===== src/rtl/plru8_pkg.sv =====
package plru8_pkg;
    localparam int WAYS   = 8;
    localparam int WAY_W  = 3;
    localparam int TREE_W = WAYS - 1;

    typedef logic [WAY_W-1:0]  way_t;
    typedef logic [TREE_W-1:0] tree_t;
    typedef logic [WAYS-1:0]   vmask_t;

    typedef enum logic [1:0] {
        ACC_HIT         = 2'b00,
        ACC_RELOAD      = 2'b01,
        ACC_DEMOTE_HIT  = 2'b10,
        ACC_DEMOTE_FILL = 2'b11
    } acc_kind_e;
endpackage


===== src/rtl/plru8_tree_next.sv =====
module plru8_tree_next
    import plru8_pkg::*;
(
    input  tree_t tree_in,
    input  way_t  way,
    input  logic  demote,
    output tree_t tree_out
);
    logic [1:0] leaf_sel;

    always_comb begin
        leaf_sel = way[2:1];
        tree_out = tree_in;
        // root points away from the accessed half (toward it when demoting)
        tree_out[0] = ~way[2] ^ demote;
        if (way[2] == 1'b0) begin
            tree_out[1] = ~way[1] ^ demote;
        end else begin
            tree_out[2] = ~way[1] ^ demote;
        end
        case (leaf_sel)
            2'd0:    tree_out[3] = ~way[0] ^ demote;
            2'd1:    tree_out[4] = ~way[0] ^ demote;
            2'd2:    tree_out[5] = ~way[0] ^ demote;
            default: tree_out[6] = ~way[0] ^ demote;
        endcase
    end
endmodule


===== src/rtl/plru8_victim.sv =====
module plru8_victim
    import plru8_pkg::*;
(
    input  tree_t  tree,
    input  vmask_t valid,
    output way_t   victim
);
    way_t       first_free;
    logic       any_free;
    way_t       walk;
    logic       pick_hi;
    logic       pair_sel;
    logic [1:0] pair_idx;

    // lowest invalid way: scan from the top so the lowest index wins
    always_comb begin
        first_free = '0;
        any_free   = 1'b0;
        for (int i = WAYS - 1; i >= 0; i--) begin
            if (!valid[i]) begin
                first_free = way_t'(i);
                any_free   = 1'b1;
            end
        end
    end

    always_comb begin
        pick_hi  = tree[0];
        pair_sel = pick_hi ? tree[2] : tree[1];
        pair_idx = {pick_hi, pair_sel};
        walk     = {pick_hi, pair_sel, tree[3 + int'(pair_idx)]};
        victim   = any_free ? first_free : walk;
    end
endmodule


===== src/rtl/plru8_state_store.sv =====
module plru8_state_store
    import plru8_pkg::*;
#(
    parameter int NUM_SETS = 16,
    parameter int SET_W    = (NUM_SETS > 1) ? $clog2(NUM_SETS) : 1
) (
    input  logic             clk,
    input  logic             rst_n,
    input  logic             flash,
    input  logic             upd_en,
    input  logic [SET_W-1:0] upd_set,
    input  way_t             upd_way,
    input  logic             upd_demote,
    input  logic             upd_reload,
    input  logic [SET_W-1:0] rd_set,
    output tree_t            rd_tree,
    output vmask_t           rd_valid
);
    typedef struct packed {
        logic [NUM_SETS-1:0][TREE_W-1:0] tree;
        logic [NUM_SETS-1:0][WAYS-1:0]   valid;
    } store_t;

    store_t st_d, st_q;
    tree_t  cur_tree;
    tree_t  new_tree;
    logic   upd_in_range;
    logic   rd_in_range;

    assign upd_in_range = (int'(upd_set) < NUM_SETS);
    assign rd_in_range  = (int'(rd_set) < NUM_SETS);

    always_comb begin
        cur_tree = '0;
        if (upd_in_range) begin
            cur_tree = st_q.tree[upd_set];
        end
    end

    plru8_tree_next u_next (
        .tree_in  (cur_tree),
        .way      (upd_way),
        .demote   (upd_demote),
        .tree_out (new_tree)
    );

    always_comb begin
        st_d = st_q;
        if (flash) begin
            st_d = '0;
        end else if (upd_en && upd_in_range) begin
            st_d.tree[upd_set] = new_tree;
            if (upd_reload) begin
                st_d.valid[upd_set][upd_way] = 1'b1;
            end
        end
    end

    always_ff @(posedge clk or negedge rst_n) begin
        if (!rst_n) begin
            st_q <= '0;
        end else begin
            st_q <= st_d;
        end
    end

    always_comb begin
        rd_tree  = '0;
        rd_valid = '0;
        if (rd_in_range) begin
            rd_tree  = st_q.tree[rd_set];
            rd_valid = st_q.valid[rd_set];
        end
    end

    // an update touches at most three tree nodes across all sets
    p_three_nodes_r4: assert property (@(posedge clk) disable iff (!rst_n)
        (upd_en && !flash) |=> ($countones(st_q.tree ^ $past(st_q.tree)) <= 3));

    // the reloaded way is valid after the edge
    p_reload_valid_r5: assert property (@(posedge clk) disable iff (!rst_n)
        (upd_en && upd_reload && !flash && upd_in_range)
            |=> st_q.valid[$past(upd_set)][$past(upd_way)]);

    // a hit never alters any valid flag
    p_hit_keeps_valid_r5: assert property (@(posedge clk) disable iff (!rst_n)
        (!flash && !(upd_en && upd_reload)) |=> (st_q.valid == $past(st_q.valid)));

    // flash leaves nothing set
    p_flash_empty_r8: assert property (@(posedge clk) disable iff (!rst_n)
        flash |=> (st_q == '0));
endmodule


===== src/rtl/plru8_repl_ctrl.sv =====
module plru8_repl_ctrl
    import plru8_pkg::*;
#(
    parameter int NUM_SETS      = 16,
    parameter bit ENABLE_DEMOTE = 1'b1,
    parameter int SET_W         = (NUM_SETS > 1) ? $clog2(NUM_SETS) : 1
) (
    input  logic             clk,
    input  logic             rst_n,
    input  logic             flash_inv,
    input  logic [SET_W-1:0] lookup_set,
    output logic [2:0]       victim_way,
    input  logic             upd_en,
    input  logic [SET_W-1:0] upd_set,
    input  logic [2:0]       upd_way,
    input  logic [1:0]       upd_kind
);
    acc_kind_e kind;
    logic      demote_eff;
    logic      reload;
    tree_t     rd_tree;
    vmask_t    rd_valid;
    way_t      victim;

    assign kind   = acc_kind_e'(upd_kind);
    assign reload = (kind == ACC_RELOAD) || (kind == ACC_DEMOTE_FILL);

    generate
        if (ENABLE_DEMOTE) begin : g_demote
            assign demote_eff = (kind == ACC_DEMOTE_HIT) || (kind == ACC_DEMOTE_FILL);
        end else begin : g_no_demote
            assign demote_eff = 1'b0;
        end
    endgenerate

    plru8_state_store #(
        .NUM_SETS (NUM_SETS),
        .SET_W    (SET_W)
    ) u_store (
        .clk        (clk),
        .rst_n      (rst_n),
        .flash      (flash_inv),
        .upd_en     (upd_en),
        .upd_set    (upd_set),
        .upd_way    (upd_way),
        .upd_demote (demote_eff),
        .upd_reload (reload),
        .rd_set     (lookup_set),
        .rd_tree    (rd_tree),
        .rd_valid   (rd_valid)
    );

    plru8_victim u_victim (
        .tree   (rd_tree),
        .valid  (rd_valid),
        .victim (victim)
    );

    assign victim_way = victim;

    // a set with a free way never offers an occupied one
    p_free_way_first_r2: assert property (@(posedge clk) disable iff (!rst_n)
        !(&rd_valid) |-> !rd_valid[victim_way]);

    // after a flash every set offers way 0
    p_flash_victim_r8: assert property (@(posedge clk) disable iff (!rst_n)
        flash_inv |=> (victim_way == 3'd0));
endmodule


===== config.mk =====
export PLATFORM = sky130hd
export DESIGN_NAME = plru8_repl_ctrl
export DESIGN_NICKNAME = d
export VERILOG_FILES = /design/src/rtl/plru8_pkg.sv /design/src/rtl/plru8_tree_next.sv /design/src/rtl/plru8_victim.sv /design/src/rtl/plru8_state_store.sv /design/src/rtl/plru8_repl_ctrl.sv
export SDC_FILE = /design/constraint.sdc
export NUM_CORES = 1
export LEC_CHECK = 0
export BUFFER_PORTS_ARGS = -buffer_cell sky130_fd_sc_hd__buf_2
export CORE_ASPECT_RATIO = 1.2
export CORE_MARGIN = 1.5
export CORE_UTILIZATION = 50
export DETAILED_ROUTE_END_ITERATION = 8
export GPL_TIMING_DRIVEN = 0
export PLACE_DENSITY = 0.68
export SETUP_SLACK_MARGIN = 0.1
export SLEW_MARGIN = 0
export SYNTH_ARGS = -nofsm -noshare
export SYNTH_HDL_FRONTEND = slang
export SYNTH_SLANG_ARGS = --single-unit

===== constraint.sdc =====
create_clock -name clk -period 3.25 [get_ports clk]
set_clock_uncertainty 0.15 [all_clocks]
set_input_delay 0.325 -clock clk [delete_from_list [all_inputs] [get_ports clk]]
set_output_delay 0.325 -clock clk [all_outputs]
set_load 0.03 [all_outputs]

==> flow_summary.json <==
{
  "status": "complete, but fails checks",
  "violations": "setup timing",
  "port_buffers": 15,
  "max-clock-path-buffers": 3,
  "wl_per_cell_um": 24.6,
  "largest_register": "u_store.st_q",
  "dp.cells": 1379,
  "design.core.area_um2": 23400,
  "critPathKind": "flip-flop to output port",
  "finalMaxSlewViolations": 0,
  "syn-instance-count": 1047,
  "grt_antenna_before_repair": 0,
  "syn_to_final_growth_pct": 12.8,
  "clock_latency_ps": 540,
  "ys.warnings.count": 0,
  "ant_nets": 0,
  "final_cells": 1430,
  "cts_tree": "done",
  "reg2reg_from": "u_store.st_q[144]",
  "vias": 9034,
  "crit_arrival_ps": 3220,
  "period_share_pct": 114,
  "numCtsBuffers": 26,
  "die-area_um2": 25000,
  "syn_area_per_cell_um2": 11.5,
  "critPathLaunch": "u_store.st_q[136]",
  "largest_reg_flops": 240,
  "clock-sinks": 240,
  "die_h_um": 173,
  "hold_path_class": "input pin to asynchronous set/reset pin",
  "max_slew_margin_pct": 5.36,
  "cp_cell_sequence": "mux4_2 > a22o_4 > a41o_1 > mux2i_4 > ha_4 > a21oi_1 > o221ai_1 > a31o_2 > buf_6",
  "yosysUniqueCellTypes": 44,
  "top_regs": "u_store.st_q (240)",
  "root_buffer": "clkbuf_16",
  "rsz0062_at_grt": "true",
  "worst_slack_ps": -446,
  "cpLargestDelayFamily": "compound AO/OA/AOI/OAI gates",
  "drt_wl_total_um": 35200,
  "fill_cells": 1951,
  "p_total_mw": 6.66,
  "io-pin-count": 20,
  "antenna-diode-count": 0,
  "fin_nets": 1116,
  "cpPeakStageDelay_ps": 490,
  "cp_data_required_time_ps": 2770,
  "drt_iter0_markers": 889,
  "grt_pass1_vias": 9341,
  "hold_ws_ps": 196,
  "setup_viol": 2,
  "hold_viol_final": 0,
  "final_cell_mix": "nor2_1, dfrtp_1, a21oi_1",
  "dp_hpwl_um": 24200,
  "htreeDepth": 1,
  "grt_overflow": 0,
  "yosys_register_bits": 240,
  "worst_slew_pin_slew_ps": 1410,
  "finalCoreUtilization_pct": 58.0,
  "clkSlewWorstSetupHoldPaths_ps": 60,
  "p_leak_nw": 5.75,
  "initial_core_util_pct": 51.4,
  "final.min_clock_period_ps": 3700,
  "cp_slowest_cell": "mux4_2",
  "viasPerCell": 6.32,
  "crit_fanout": 5,
  "cellPowerDensity_nw_per_um2": 491,
  "critPathLaunchType": "flip-flop",
  "row_count": 61,
  "grt_max_degree": 88,
  "grtUsageTotal_pct": 29.3,
  "grt_first_pass_wirelength_um": 54900,
  "netlist_area_um2": 12000,
  "worst-path-buf-inv": 1,
  "drv_cap": 0,
  "drive_gt1_share_pct": 16.8,
  "drc": 0,
  "gp_congestion": 0.904,
  "layout_commonest_cell": "nor2_1",
  "die_x_um": 145,
  "worstSetupEndpointType": "output port",
  "synth-seq-area-share_pct": 50.0,
  "firstDrtPassIters": 5,
  "ir_drop_mv": 0.304,
  "fmax_mhz": 271,
  "synthesis.nets": 1065,
  "place_ws_ps": -728
}
[path summary, 6_finish.rpt]
check,to,slack [ps],cells past startpoint
min in group clk,u_store.st_q[134],220,4
worst min-delay path,u_store.st_q[8],200,2
worst max-delay path,victim_way[0],-450,9
worst min register to register,u_store.st_q[112],340,2
max in group asynchronous,u_store.st_q[193],1910,3
worst max register to register,u_store.st_q[207],410,5
[kinds of logic after synthesis]
| logic type | after synthesis | synth area share (%) |
|---|---|---|
| adders and majority gates | 1 | 0.104 |
| muxes | 135 | 21.9 |
| and+or+nand+nor | 327 | 11.4 |
| xor gates and xnor gates | 3 | 0.219 |
| AOI/OAI and AO/OA | 247 | 12.7 |
| buffers and inverters | 94 | 3.71 |
| DFF | 240 | 50.0 |
[cells in the mapped netlist (all sizes together)]
master	instances	area, um2
inv	2	7.51
nor2	266	998
clkinv	1	3.75
a211oi	96	721
and2	16	100
o21a	2	15.0
buf	30	205
a22oi	2	20.0
nand3	5	30.0
o31ai	1	7.51
a21oi	135	676
a41oi	1	8.76
a2111oi	1	8.76
mux4	93	2180
nand2b	11	68.8
a22o	1	8.76
nor3	12	75.1
xnor2	3	26.3
dfrtp	240	6010
nor2b	4	25.0
a311o	1	10.0
o221ai	1	8.76
ha	1	12.5
nand2	9	33.8
a41o	1	10.0
clkbuf	61	229
nand3b	1	7.51
or2	2	12.5
a31o	1	8.76
mux2i	33	349
a21o	1	7.51
a31oi	3	18.8
nor4	1	12.5
mux2	9	101
[through the flow]
stage	TNS (ps)	area, um2
2_1_floorplan	0	12000
3_3_place_gp	-608960	12500
3_5_place_dp	-2210	12600
4_1_cts	-407	13500
5_1_grt	-628	13600
6_report	-464	13600
[layer usage]
| metal | vias to the layer above | global-route usage, % | routed length, um |
|---|---|---|---|
| li1 | 3941 | - | - |
| met1 | 4560 | 37.3 | 13400 |
| met2 | 431 | 49.1 | 17800 |
| met3 | 102 | 4.26 | 2480 |
| met4 | 0 | 13.9 | 1590 |
| met5 | - | 0 | 0 |
[power breakdown]
part,switching (mW),internal (mW),leakage (nW),total [mW]
Combinational,0.412,0.192,1.98,0.604
Clock,1.20,1.81,0.424,3.00
Sequential,0.0273,3.02,3.34,3.05
[layout make-up]
cell class | instances | area [um2] | area share [%]
clock buffers | 40 | 785 | 5.79
multi-input cells | 713 | 5610 | 41.4
clock inverters | 5 | 75.1 | 0.554
plain buffers | 91 | 468 | 3.45
flip-flops and latches | 240 | 6010 | 44.3
repair buffers | 23 | 200 | 1.48
inverters | 3 | 11.3 | 0.0831
well taps | 315 | 394 | 2.91
[timing repair]
action,in CTS,in global routing
pin swaps,6,2
hold endpoints to repair,71,0
hold buffers,1,0
buffers inserted,3,3
resized for setup,12,12
setup endpoints to repair,3,3
(Power assumes the default switching activity.)
